==> config.mk <==
export PLATFORM = sky130hd
export DESIGN_NAME = bpu_static
export DESIGN_NICKNAME = d
export VERILOG_FILES = /design/src/rtl/bpu_pkg.sv /design/src/rtl/bpu_classify.sv /design/src/rtl/bpu_claim_fsm.sv /design/src/rtl/bpu_operands.sv /design/src/rtl/bpu_static.sv
export SDC_FILE = /design/constraint.sdc
export NUM_CORES = 1
export LEC_CHECK = 0
export ABC_AREA = 1
export ABC_CLOCK_PERIOD_IN_PS = 1300
export BUFFER_PORTS_ARGS = -buffer_cell sky130_fd_sc_hd__buf_2
export CAP_MARGIN = 10
export CORE_AREA = 5 5 84 86
export CTS_BUF_LIST = sky130_fd_sc_hd__clkbuf_8
export CTS_CLUSTER_SIZE = 10
export DETAILED_ROUTE_END_ITERATION = 10
export DIE_AREA = 0 0 89 91
export GPL_TIMING_DRIVEN = 0
export PLACE_DENSITY = 0.61
export SLEW_MARGIN = 20
export SYNTH_ARGS = -nofsm -noshare
export SYNTH_HDL_FRONTEND = slang
export SYNTH_SLANG_ARGS = --single-unit
==> constraint.sdc <==
create_clock -name clk -period 1.3 [get_ports clk]
set_input_delay 0.065 -clock clk [delete_from_list [all_inputs] [get_ports clk]]
set_output_delay 0.065 -clock clk [all_outputs]
set_load 0.005 [all_outputs]
==> src/rtl/bpu_pkg.sv <==
package bpu_pkg;
    typedef enum logic {
        ST_IDLE    = 1'b0,
        ST_CLAIMED = 1'b1
    } claim_st_e;

    typedef enum logic [2:0] {
        CT_NONE      = 3'd0,
        CT_BCOND     = 3'd1,
        CT_JAL       = 3'd2,
        CT_JALR_ZERO = 3'd3,
        CT_JALR_LINK = 3'd4,
        CT_JALR_GPR  = 3'd5
    } ctl_class_e;
endpackage

==> src/rtl/bpu_classify.sv <==
module bpu_classify
    import bpu_pkg::*;
#(
    parameter int REGIDX_W = 5,
    parameter int LINK_IDX = 1
) (
    input  logic                dec_valid,
    input  logic                dec_bcond,
    input  logic                dec_jal,
    input  logic                dec_jalr,
    input  logic [REGIDX_W-1:0] dec_rs1_idx,
    input  logic                inflight_empty,
    input  logic                ir_valid,
    input  logic                ir_rd_wen,
    input  logic [REGIDX_W-1:0] ir_rd_idx,
    output ctl_class_e          cls,
    output logic                link_hazard,
    output logic                exu_idle
);
    localparam logic [REGIDX_W-1:0] ZERO_REG = '0;
    localparam logic [REGIDX_W-1:0] LINK_REG = REGIDX_W'(LINK_IDX);

    logic ir_writes_link;

    always_comb begin
        ir_writes_link = ir_valid && ir_rd_wen && (ir_rd_idx == LINK_REG);
        link_hazard    = !inflight_empty || ir_writes_link;
        exu_idle       = inflight_empty && !ir_valid;
    end

    always_comb begin
        cls = CT_NONE;
        if (dec_valid) begin
            if (dec_jalr) begin
                if (dec_rs1_idx == ZERO_REG)      cls = CT_JALR_ZERO;
                else if (dec_rs1_idx == LINK_REG) cls = CT_JALR_LINK;
                else                              cls = CT_JALR_GPR;
            end else if (dec_jal) begin
                cls = CT_JAL;
            end else if (dec_bcond) begin
                cls = CT_BCOND;
            end
        end
    end
endmodule

==> src/rtl/bpu_claim_fsm.sv <==
module bpu_claim_fsm
    import bpu_pkg::*;
(
    input  logic clk,
    input  logic rst_n,
    input  logic flush,
    input  logic gpr_jump,
    input  logic exu_idle,
    output logic claimed,
    output logic rd_req,
    output logic gpr_wait
);
    claim_st_e st_q, st_d;

    always_ff @(posedge clk or negedge rst_n) begin
        if (!rst_n) st_q <= ST_IDLE;
        else        st_q <= st_d;
    end

    always_comb begin
        st_d     = ST_IDLE;
        rd_req   = 1'b0;
        gpr_wait = 1'b0;
        unique case (st_q)
            ST_IDLE: begin
                gpr_wait = gpr_jump && !flush;
                if (gpr_jump && exu_idle && !flush) begin
                    rd_req = 1'b1;
                    st_d   = ST_CLAIMED;
                end
            end
            ST_CLAIMED: begin
                st_d = ST_IDLE;
            end
            default: st_d = ST_IDLE;
        endcase
    end

    assign claimed = (st_q == ST_CLAIMED);

    // the read port is claimed for one cycle only
    p_req_single_r7: assert property (@(posedge clk) disable iff (!rst_n)
        rd_req |=> !rd_req);
    // the cycle after a claim consumes the data without waiting
    p_claim_release_r7: assert property (@(posedge clk) disable iff (!rst_n)
        rd_req |=> (claimed && !gpr_wait));
    // a flush never leaves a claim behind
    p_flush_clears_r10: assert property (@(posedge clk) disable iff (!rst_n)
        flush |=> !claimed);
endmodule

==> src/rtl/bpu_operands.sv <==
module bpu_operands
    import bpu_pkg::*;
#(
    parameter int XLEN = 32
) (
    input  ctl_class_e      cls,
    input  logic [XLEN-1:0] pc,
    input  logic [XLEN-1:0] imm,
    input  logic [XLEN-1:0] x1_val,
    input  logic [XLEN-1:0] rf_val,
    output logic            taken,
    output logic [XLEN-1:0] op1,
    output logic [XLEN-1:0] op2
);
    localparam int SIGN_BIT = XLEN - 1;

    always_comb begin
        taken = 1'b0;
        op1   = pc;
        op2   = imm;
        unique case (cls)
            CT_NONE:      taken = 1'b0;
            CT_BCOND:     taken = imm[SIGN_BIT];
            CT_JAL:       taken = 1'b1;
            CT_JALR_ZERO: begin taken = 1'b1; op1 = '0;     end
            CT_JALR_LINK: begin taken = 1'b1; op1 = x1_val; end
            CT_JALR_GPR:  begin taken = 1'b1; op1 = rf_val; end
            default:      taken = 1'b0;
        endcase
    end
endmodule

==> src/rtl/bpu_static.sv <==
module bpu_static
    import bpu_pkg::*;
#(
    parameter int XLEN     = 32,
    parameter int REGIDX_W = 5,
    parameter int LINK_IDX = 1
) (
    input  logic                clk,
    input  logic                rst_n,
    input  logic                flush,
    input  logic                dec_valid,
    input  logic                dec_bcond,
    input  logic                dec_jal,
    input  logic                dec_jalr,
    input  logic [REGIDX_W-1:0] dec_rs1_idx,
    input  logic [XLEN-1:0]     dec_imm,
    input  logic [XLEN-1:0]     pc,
    input  logic                inflight_empty,
    input  logic                ir_valid,
    input  logic                ir_rd_wen,
    input  logic [REGIDX_W-1:0] ir_rd_idx,
    input  logic [XLEN-1:0]     x1_val,
    input  logic [XLEN-1:0]     rf_rs1_val,
    input  logic                fetch_valid_in,
    output logic                pred_taken,
    output logic [XLEN-1:0]     add_op1,
    output logic [XLEN-1:0]     add_op2,
    output logic                bpu_wait,
    output logic                rf_rd_req,
    output logic [REGIDX_W-1:0] rf_rd_idx,
    output logic                fetch_valid_out
);
    ctl_class_e cls;
    logic       link_hazard, exu_idle;
    logic       claimed, gpr_wait, link_wait;

    bpu_classify #(.REGIDX_W(REGIDX_W), .LINK_IDX(LINK_IDX)) u_cls (
        .dec_valid      (dec_valid),
        .dec_bcond      (dec_bcond),
        .dec_jal        (dec_jal),
        .dec_jalr       (dec_jalr),
        .dec_rs1_idx    (dec_rs1_idx),
        .inflight_empty (inflight_empty),
        .ir_valid       (ir_valid),
        .ir_rd_wen      (ir_rd_wen),
        .ir_rd_idx      (ir_rd_idx),
        .cls            (cls),
        .link_hazard    (link_hazard),
        .exu_idle       (exu_idle)
    );

    bpu_claim_fsm u_fsm (
        .clk      (clk),
        .rst_n    (rst_n),
        .flush    (flush),
        .gpr_jump (cls == CT_JALR_GPR),
        .exu_idle (exu_idle),
        .claimed  (claimed),
        .rd_req   (rf_rd_req),
        .gpr_wait (gpr_wait)
    );

    bpu_operands #(.XLEN(XLEN)) u_ops (
        .cls    (cls),
        .pc     (pc),
        .imm    (dec_imm),
        .x1_val (x1_val),
        .rf_val (rf_rs1_val),
        .taken  (pred_taken),
        .op1    (add_op1),
        .op2    (add_op2)
    );

    always_comb begin
        link_wait       = (cls == CT_JALR_LINK) && link_hazard && !flush;
        bpu_wait        = link_wait || gpr_wait;
        rf_rd_idx       = dec_rs1_idx;
        fetch_valid_out = fetch_valid_in && !bpu_wait;
    end

    // direct jumps redirect from the PC
    p_jal_taken_r1: assert property (@(posedge clk) disable iff (!rst_n)
        (dec_valid && dec_jal && !dec_jalr) |-> (pred_taken && add_op1 == pc && !bpu_wait));
    // clean link register is used at once
    p_link_fast_r4: assert property (@(posedge clk) disable iff (!rst_n)
        (dec_valid && dec_jalr && dec_rs1_idx == REGIDX_W'(LINK_IDX) && inflight_empty
         && !(ir_valid && ir_rd_wen && ir_rd_idx == REGIDX_W'(LINK_IDX)))
        |-> (!bpu_wait && add_op1 == x1_val));
    // outstanding work holds a link-register jump
    p_link_hold_r5: assert property (@(posedge clk) disable iff (!rst_n)
        (dec_valid && dec_jalr && dec_rs1_idx == REGIDX_W'(LINK_IDX) && !inflight_empty && !flush)
        |-> bpu_wait);
    // a waiting fetch never presents valid
    p_valid_gate_r9: assert property (@(posedge clk) disable iff (!rst_n)
        bpu_wait |-> !fetch_valid_out);
    // busy execute stage never sees a read claim
    p_busy_no_req_r6: assert property (@(posedge clk) disable iff (!rst_n)
        (!inflight_empty || ir_valid) |-> !rf_rd_req);
endmodule

# After elaboration in Yosys (flattened, before gate mapping)
# Index checks and enable logic that the tools add are counted.
[op_classes]
n_eq_ne = 7
mux = 12
bitwise = 1
n_reduce_logical = 17
[op_table]
columns = ["operator", "count"]
rows = [
  ["32-bit one-hot mux with 3 select lines", 1],
  ["3-bit 2-to-1 mux", 4],
  ["5-bit by 1-bit equality test with 1-bit output, second input constant", 2],
  ["1-bit logical AND", 9],
  ["3-bit by 2-bit equality test with 1-bit output, second input constant", 2],
  ["3-bit equality test, second input constant", 2],
  ["5-bit zero test", 1],
  ["1-bit 2-to-1 mux", 5],
  ["1-bit zero test", 4],
  ["1-bit one-hot mux with 2 select lines", 2],
  ["4-bit OR reduction", 1],
  ["3-bit by 1-bit equality test with 1-bit output, second input constant", 1],
  ["1-bit logical OR", 2],
  ["1-bit NOT", 1],
]
[totals]
regBits = 1
input_bits = 149

# Depth between registers and ports, before layout
# Gate-level depths: netlist (run 1).
[depth]
ltp_word = 11
depth_mapped = 8
mapped_depth_nobuf = 7

# Cells and area by module
# Synthesis (run 1) repeated with hierarchy kept, for this count alone.
[unflattened]
hier_cells = 298
area_unflattened_um2 = 1591.5
[modules_own_cells]
columns = ["mod", "n_inst", "cells_each", "area_per_inst_um2"]
rows = [
  ["bpu_operands", 1, 259, 1363.8],
  ["bpu_classify", 1, 20, 96.3],
  ["bpu_static", 1, 15, 80.1],
  ["bpu_claim_fsm", 1, 4, 51.3],
]

# Worst setup path after synthesis (run 1)
# No wires, ideal clock.
[synth_path]
kind = "in2out"
startpoint = "in dec_rs1_idx[4]"
endpoint = "out add_op1[11]"
arrival_ns = 0.805
t_required_ns = 1.235
slack_ns = 0.430
path_stages = 8
n_path_buf = 1
cell_sequence = "nor2_2 > nand3b_2 > nand2_4 > a21oi_2 > inv_4 > buf_6 > nand2_1 > nand3_1"
[synth_between]
elab_chain_cells = 7
[synth_lines]
columns = ["item", "line_no", "source"]
rows = [
  ["from (decl)", "bpu_static.sv:15", "input logic [REGIDX_W-1:0] dec_rs1_idx,"],
  ["5-bit by 1-bit equality test with 1-bit output", "bpu_classify.sv:36", "else if (dec_rs1_idx == LINK_REG) cls = CT_JALR_LINK;"],
  ["1-bit 2-to-1 mux", "bpu_classify.sv:36", ""],
  ["3-bit 2-to-1 mux *", "bpu_classify.sv:35", "if (dec_rs1_idx == ZERO_REG) cls = CT_JALR_ZERO;"],
  ["3-bit 2-to-1 mux *", "bpu_classify.sv:34", "if (dec_jalr) begin"],
  ["3-bit 2-to-1 mux *", "bpu_classify.sv:33", "if (dec_valid) begin"],
  ["3-bit equality test or 3-bit by 2-bit equality test with 1-bit output (tied branches)", "bpu_operands.sv:21", "unique case (cls)"],
  ["32-bit one-hot mux with 3 select lines *", "bpu_operands.sv:21", ""],
  ["to (decl)", "bpu_static.sv:26", "output logic [XLEN-1:0] add_op1,"],
]
# Every way passes the cells marked *; elsewhere a longest branch is shown, timed or not.

# Worst setup path in the final report (run 1)
[layout_path]
startpoint = "in dec_rs1_idx[3]"
endpoint = "out add_op1[7]"
# Same word-level chain as after synthesis.

==> impl_metrics.toml, run 1 <==
[status]
outcome = "finished clean"

[setup_path]
r2r_end = "u_fsm.claimed"
endpoint = "add_op1[7]"
worstPathRequired_ps = 1240
worstPathMaxFanout = 10
end_kind = "primary output"
start_kind = "input port"
critical_path_depth = 10
worst_path_max_delay_cell = "buf_6"
worst_path_largest_cell_delay_ps = 150
worst-setup-path-type = "input port to primary output"
critical_path_arrival_ps = 1130
path_cells = "buf_2, nor2_2, nand3_1, nand2_2, a21oi_2, inv_4, buf_6, nand2_1, nand3_1, buf_2"
regToRegStartpoint = "u_fsm.claimed"
setup.worst_path.start = "dec_rs1_idx[3]"
cpLargestDelayFamily = "simple AND/OR/NAND/NOR gates"
r2r_slack_ps = 620
rr_worst_depth = 3
crit_buf_inv = 4

[drt]
ant_nets = 0
drt-initial-drc-count = 55
routed_wirelength_um = 6040
dr_total_vias = 2042
vias_per_cell = 4.23
drc_errors = 0
post_drt_wl_per_cell_um = 12.5
firstDrtPassIters = 4

[timing]
clock.fmax_mhz = 837
worst_pin_slew_ps = 222
setup_tns_ps = 0
period_share_pct = 91.9
rsz0062_at_grt = "false"
worst_slack_ps = 105
setup_viol_count_final = 0
finClkSkew_ps = 0
slew_violations = 0
hold_ws_ps = 296
period_minus_slack_ps = 1190
hold_viol_final = 0
slew_headroom_pct = 85.2

[cells_and_area]
final_core_util_pct = 37.2
area_delta_synth_final_pct = 90.8
drive_gt1_share_pct = 64.5
nets = 557
largest_register_ffs = 1
antenna_cells = 0

[yosys]
synth_mux_area_share_pct = 0
synth_fa_ha_area_share_pct = 0
netlist.area_leader.share_pct = 27.3
synth_cell_types = 21
synth.area.top_cells = "nand3_1 27%, buf_4 25%, nand2_1 18%, nand2_2 5.2%, buf_6 4.7%"
synth-compound-area-share_pct = 1.55
syn_inst = 213
yosys.area_share.simple_pct = 61.3
ys_ff_latch = 1
yosysSeqAreaShare_pct = 2.07
syn_area_um2 = 1210
avgSynthCellArea_um2 = 5.67
synth_top_family_by_area = "simple AND/OR/NAND/NOR gates"
yosys.area_share.xor_xnor_pct = 0
synth_nets = 362
yosysWarningCount = 0
synth_top_cell_by_area = "nand3_1"

[place]
place.gp.congestion = 0.817
dp_hpwl_um = 5300
port_buffers = 190
pre_cts_ws_ps = 76.6

[global_routing]
grt_pass1_vias = 1883
grt_max_degree = 11
antenna_found_initial = 0
track_usage_pct = 13.0
gr-total-overflow = 0
grt_first_pass_wirelength_um = 8830

[floorplan]
core-area_um2 = 6200
die_y_um = 91
fp.dieW_um = 89
num_io_pins = 222
rows = 29
start_util_pct = 19.5
die_area_um2 = 8100

[hold_path]
hp-class = "input port to primary output"
hold_start = "dec_imm[29]"

[power_and_ir_drop]
powerDensity_nw_per_um2 = 312
leakage_nw = 1.42
power_mw = 0.721
max-vdd-ir-drop_mv = 0.207

[clock_network]
clk_latency_ps = 0

[run]
cap_viol_max_count = 0
[repair_timing]
item | CTS | global route
buffers inserted | 0 | 2
gates resized for setup | 0 | 7
setup endpoints to repair | 0 | 8
hold endpoints to repair | 1 | 0
hold buffers | 1 | 0
[synth_stat cells]
cell      instances
a21oi_2           1
and2_1            1
buf_12            1
buf_2             3
buf_4            40
buf_6             5
dfrtp_1           1
inv_1             6
inv_2             1
inv_4             1
nand2_1          59
nand2_2          10
nand2_4           2
nand3_1          66
nand3_2           1
nand3b_2          1
nand4_1           4
nor2_1            5
nor2_2            2
nor2_8            1
o21ai_0           2
[layout make-up]
type / count / area, um^2
plain buffers: 49 / 409
fillers: 688 / 3900
inverters: 8 / 32.5
multi-input cells: 155 / 767
flip-flops and latches: 1 / 25.0
well taps: 77 / 96.3
repair buffers: 193 / 976
[where the power goes]
group,internal [mW],switching (mW)
logic,0.395,0.294
clock network,0,0
registers,0.0320,0.0000777
[routing by layer]
metal | vias up | routed length [um] | track usage, %
met5 | - | 0 | 0
met3 | 0 | 643 | 1.09
met2 | 122 | 3270 | 26.7
li1 | 1048 | - | -
met4 | 0 | 0 | 0
met1 | 872 | 2130 | 15.0
[through the flow]
step	cell area (um^2)	instances
floorplan	1210	213
global placement	2260	480
detailed placement	2260	480
CTS	2270	481
global route	2310	483
finish	2310	483
[worst min path at each step]
stage          slack, ps             to  depth (start not counted)
6_report             300    add_op2[29]                          2
5_1_grt              300     add_op2[6]                          2
4_1_cts              300     add_op2[7]                          2
3_5_place_dp        -160  u_fsm.claimed                          1
3_3_place_gp        -160  u_fsm.claimed                          1
2_1_floorplan       -230  u_fsm.claimed                          0
[cell families after synthesis]
logic type / Yosys count
AO/OA/AOI/OAI: 3
buffers and inverters: 57
flip-flops: 1
AND/OR/NAND/NOR: 152
[cells in the final DEF, fill, tap and decap left out, types with 2 or more instances in the layout]
cell type  instances
nor2_1             4
nand2_1           59
nand2_4            2
o21ai_0            2
buf_2            192
inv_1              6
buf_6              7
nand2_2           10
nand3_1           66
nor2_2             2
buf_4             39
nand4_1            4
Note: power is estimated with default switching activity, not from simulation.
==> run 2, diff against run 1 <==
Settings changed: CTS_CLUSTER_SIZE 10 to not set, PLACE_DENSITY 0.61 to 0.73.
==> run 2 against run 1 <==
Sequential cell count unchanged. Clock skew unchanged. Cell area decreased by 1.1%. Sequential power about the same. Critical path type unchanged. Largest power group unchanged.
==> impl_metrics.toml, run 2 (synthesis results as in run 1) <==
[status]
outcome = "finished clean"

[timing]
hold_viol_final = 0
rsz0062_at_grt = "false"
period_share_pct = 91.4
worst_pin_slew_ps = 221
period_minus_slack_ps = 1190
clock.fmax_mhz = 841
finClkSkew_ps = 0
setup_viol_count_final = 0
slew_violations = 0
setup_tns_ps = 0
slew_headroom_pct = 85.2

[power_and_ir_drop]
pwr-share-clk_pct = 0
leakage_nw = 1.40
max-vdd-ir-drop_mv = 0.179
p_sw_share_pct = 41.1
intPower_mw = 0.416
p_sw_mw = 0.290
power_mw = 0.707
powerDensity_nw_per_um2 = 310
pwr-share-seq_pct = 4.5
comb_power_share_pct = 95.5

[place]
port_buffers = 190
dp_hpwl_um = 5290
place.gp.congestion = 0.797

[global_routing]
grt_pass1_vias = 1986
grt_max_degree = 11
grt_first_pass_wirelength_um = 8720
antenna_found_initial = 0
track_usage_pct = 12.9
gr-total-overflow = 0

[setup_path]
critical_path_arrival_ps = 1120
start_kind = "input port"
worstPathRequired_ps = 1240
critPathMostFrequentCell = "nand3_1"
worst_path_max_delay_cell = "buf_4"
worst-setup-path-type = "input port to primary output"
path_cells = "buf_2, nor2_4, nand3_1, nand2_2, nand2_4, buf_4, nand3_1, nand3_1, buf_2"
worstPathMaxFanout = 10
worst_path_largest_cell_delay_ps = 190
end_kind = "primary output"

[drt]
dr_total_vias = 2025
drt-initial-drc-count = 31
routed_wirelength_um = 5980
drc_errors = 0
vias_per_cell = 4.21
firstDrtPassIters = 6
ant_nets = 0
post_drt_wl_per_cell_um = 12.4

[floorplan]
fp.dieW_um = 89
core-area_um2 = 6200
num_io_pins = 222
rows = 29
start_util_pct = 19.5
die_area_um2 = 8100
die_y_um = 91

[cells_and_area]
drive_gt1_share_pct = 64.4
final_common_cell = "buf_2"
final_cell_mix = "192 x buf_2, 66 x nand3_1, 59 x nand2_1"
nets = 555
antenna_cells = 0
largest_register_ffs = 1
area_delta_synth_final_pct = 88.7

[hold_path]
hp-class = "input port to primary output"

[run]
cap_viol_max_count = 0

[clock_network]
clk_latency_ps = 0
[run 2: cell count changes in the layout (fill, tap and decap cells not counted), sizes merged]
cell / delta
buf: -2
[run 2: through the flow]
| stage | instances | hold slack [ps] | util (%) | instance area [um^2] | setup slack (ps) |
|---|---|---|---|---|---|
| global placement | 480 | -159 | 36.4 | 2260 | 67.5 |
| global route | 481 | 302 | 36.8 | 2280 | 4.62 |
| CTS | 481 | 298 | 36.5 | 2270 | 50.3 |
| detailed placement | 480 | -158 | 36.4 | 2260 | 51.9 |
| finish | 481 | 297 | 36.8 | 2280 | 111 |
| floorplan | 213 | -231 | - | 1210 | 430 |
[run 2: layout make-up]
class                      instances  area, um^2
buffer                            49         394
fill                             673        3920
sequential                         1        25.0
inverter                           8        32.5
multi-input combinational        155         772
tap                               77        96.3
timing repair buffer             191         961
[run 2: worst max-delay path: cells and delay by family]
kind | cells | cell delay, ps
buffers and inverters | 3 | 450
AND/OR/NAND/NOR | 6 | 600
[run 2: what timing repair did]
| action | 4_1_cts | 5_1_grt |
|---|---|---|
| setup buffers | 0 | 0 |
| endpoints found under the setup margin | 0 | 28 |
| resized for setup | 0 | 4 |
| hold buffers | 1 | 0 |
| hold endpoints to repair | 1 | 0 |
[run 2: final timing paths]
path | slack [ps] | endpoint | startpoint | depth (start not counted)
max in group asynchronous | 840 | u_fsm.claimed | rst_n | 2
hold / removal | 300 | add_op2[23] | dec_imm[23] | 2
setup / recovery | 110 | add_op1[18] | dec_rs1_idx[4] | 9
min in group asynchronous | 380 | u_fsm.claimed | rst_n | 2
setup reg to reg | 620 | u_fsm.claimed | u_fsm.claimed | 3
hold reg to reg | 520 | u_fsm.claimed | u_fsm.claimed | 3
[run 2: routing by layer]
metal | track usage [%] | wire, um
met2 | 27.7 | 3210
met3 | 1.54 | 667
met1 | 13.3 | 2070
met4 | 0.620 | 29
met5 | 0 | 0
[run 2: power by group through the flow]
| stage | clock network (mW) | registers, mW | logic, mW |
|---|---|---|---|
| after floorplan | 0 | 0.0321 | 0.308 |
| after global placement | 0 | 0.0321 | 0.671 |
| after detailed placement | 0 | 0.0321 | 0.679 |
| after CTS | 0 | 0.0321 | 0.684 |
| after global routing | 0 | 0.0322 | 0.750 |
| final | 0 | 0.0321 | 0.675 |
==> run 3, diff against run 2 <==
Settings changed: RECOVER_POWER set to 25.
==> run 3 against run 2 <==
Core utilization hardly changed. First-iteration DRC count stayed put. Sequential cell count stayed put. Fmax is 0.16% lower. Register-to-register slack hardly changed. Sequential power hardly changed. Hold slack hardly changed. Critical path type unchanged. Critical endpoint unchanged. Highest routed layer unchanged.
==> impl_metrics.toml, run 3 (synthesis results as in run 1) <==
[cells_and_area]
area_delta_synth_final_pct = 88.6
largest_register_ffs = 1
nets = 555
final_cell_mix = "191 x buf_2, 66 x nand3_1, 59 x nand2_1"
final_common_cell = "buf_2"
antenna_cells = 0
drive_gt1_share_pct = 64.1

[setup_path]
critPathMostFrequentCell = "nand3_1"
start_kind = "input port"
end_kind = "primary output"
worstPathMaxFanout = 10
rr_worst_depth = 3
cpLargestDelayFamily = "simple AND/OR/NAND/NOR gates"
critical_path_arrival_ps = 1130
r2r_slack_ps = 620
worst-setup-path-type = "input port to primary output"
worstPathRequired_ps = 1240
regToRegStartpoint = "u_fsm.claimed"
path_cells = "buf_2, nor2_4, nand3_1, nand2_2, nand2_4, buf_4, nand3_1, nand3_1, buf_2"
worst_path_max_delay_cell = "buf_4"
r2r_end = "u_fsm.claimed"
crit_buf_inv = 3
critical_path_depth = 9
worst_path_largest_cell_delay_ps = 190

[power_and_ir_drop]
max-vdd-ir-drop_mv = 0.179
power_mw = 0.703
leakage_nw = 1.40
powerDensity_nw_per_um2 = 309

[hold_path]
hold_start = "dec_imm[16]"
hold_depth = 2
holdPathEnd = "add_op2[16]"
hp-class = "input port to primary output"

[run]
cap_viol_max_count = 0

[place]
port_buffers = 190
place.gp.congestion = 0.797
dp_hpwl_um = 5290

[timing]
rsz0062_at_grt = "false"
period_minus_slack_ps = 1190
worst_pin_slew_ps = 221
finClkSkew_ps = 0
clock.fmax_mhz = 840
setup_viol_count_final = 0
period_share_pct = 91.6
slew_violations = 0
setup_tns_ps = 0
slew_headroom_pct = 85.2
hold_viol_final = 0

[drt]
dr_total_vias = 2025
ant_nets = 0
drt-initial-drc-count = 31
vias_per_cell = 4.21
firstDrtPassIters = 6
post_drt_wl_per_cell_um = 12.4
drc_errors = 0
routed_wirelength_um = 5960

[global_routing]
grt_max_degree = 11
track_usage_pct = 12.9
grt_pass1_vias = 1986
antenna_found_initial = 0
gr-total-overflow = 0
grt_first_pass_wirelength_um = 8720

[status]
outcome = "finished clean"

[clock_network]
clk_latency_ps = 0
cts_setup_buffers = 0

[floorplan]
fp.dieW_um = 89
num_io_pins = 222
core-area_um2 = 6200
start_util_pct = 19.5
die_area_um2 = 8100
die_y_um = 91
rows = 29
[run 3: cell count changes in the layout (fill, tap and decap cells not counted), sizes merged]
| cell | previous run | this run |
|---|---|---|
| buf | 238 | 220 |
| clkbuf | 1 | 19 |
[run 3: worst max path at each step]
| stage | startpoint | end |
|---|---|---|
| floorplan | dec_rs1_idx[4] | add_op1[11] |
| global placement | dec_rs1_idx[3] | add_op1[18] |
| detailed placement | dec_rs1_idx[4] | add_op1[19] |
| CTS | dec_rs1_idx[4] | add_op1[19] |
| global route | dec_rs1_idx[4] | add_op1[18] |
| finish | dec_rs1_idx[4] | add_op1[18] |
[run 3: final cells by class]
type                            instances  area (um^2)
Buffer                                 49          394
Fill cell                             674         3930
Inverter                                8         32.5
Multi-Input combinational cell        155          772
Sequential cell                         1         25.0
Tap cell                               77         96.3
Timing Repair Buffer                  191          960
[run 3: what timing repair did]
item / 4_1_cts / 5_1_grt
gates resized for setup: 0 / 4
hold buffers: 1 / 0
setup endpoints to repair: 0 / 28
hold endpoints to repair: 1 / 0
[run 3: metrics by stage]
| stage | std cells | setup slack (ps) | hold slack [ps] | cell area [um^2] | util [%] |
|---|---|---|---|---|---|
| final | 481 | 110 | 297 | 2280 | 36.7 |
| after global routing | 481 | 4.62 | 310 | 2280 | 36.7 |
| after CTS | 481 | 50.3 | 298 | 2270 | 36.5 |
| after detailed placement | 480 | 51.9 | -158 | 2260 | 36.4 |
| after global placement | 480 | 67.5 | -159 | 2260 | 36.4 |
| after floorplan | 213 | 430 | -231 | 1210 | - |
[run 3: worst register-to-register path, stage by stage (launching register included)]
cell	delay [ps]
dfrtp_1	330
inv_1	60
nand3_1	90
nor2_2	110
[run 3: routing by layer]
layer / global-route usage, % / wire [um]
met2: 27.7 / 3200
met1: 13.3 / 2060
met3: 1.54 / 672
met4: 0.620 / 29
met5: 0 / 0
[run 3: power breakdown]
group          internal (mW)  switching [mW]  total, mW
registers             0.0320       0.0000721     0.0321
logic                  0.381           0.290      0.671
clock network              0               0          0
total                  0.413           0.290      0.703
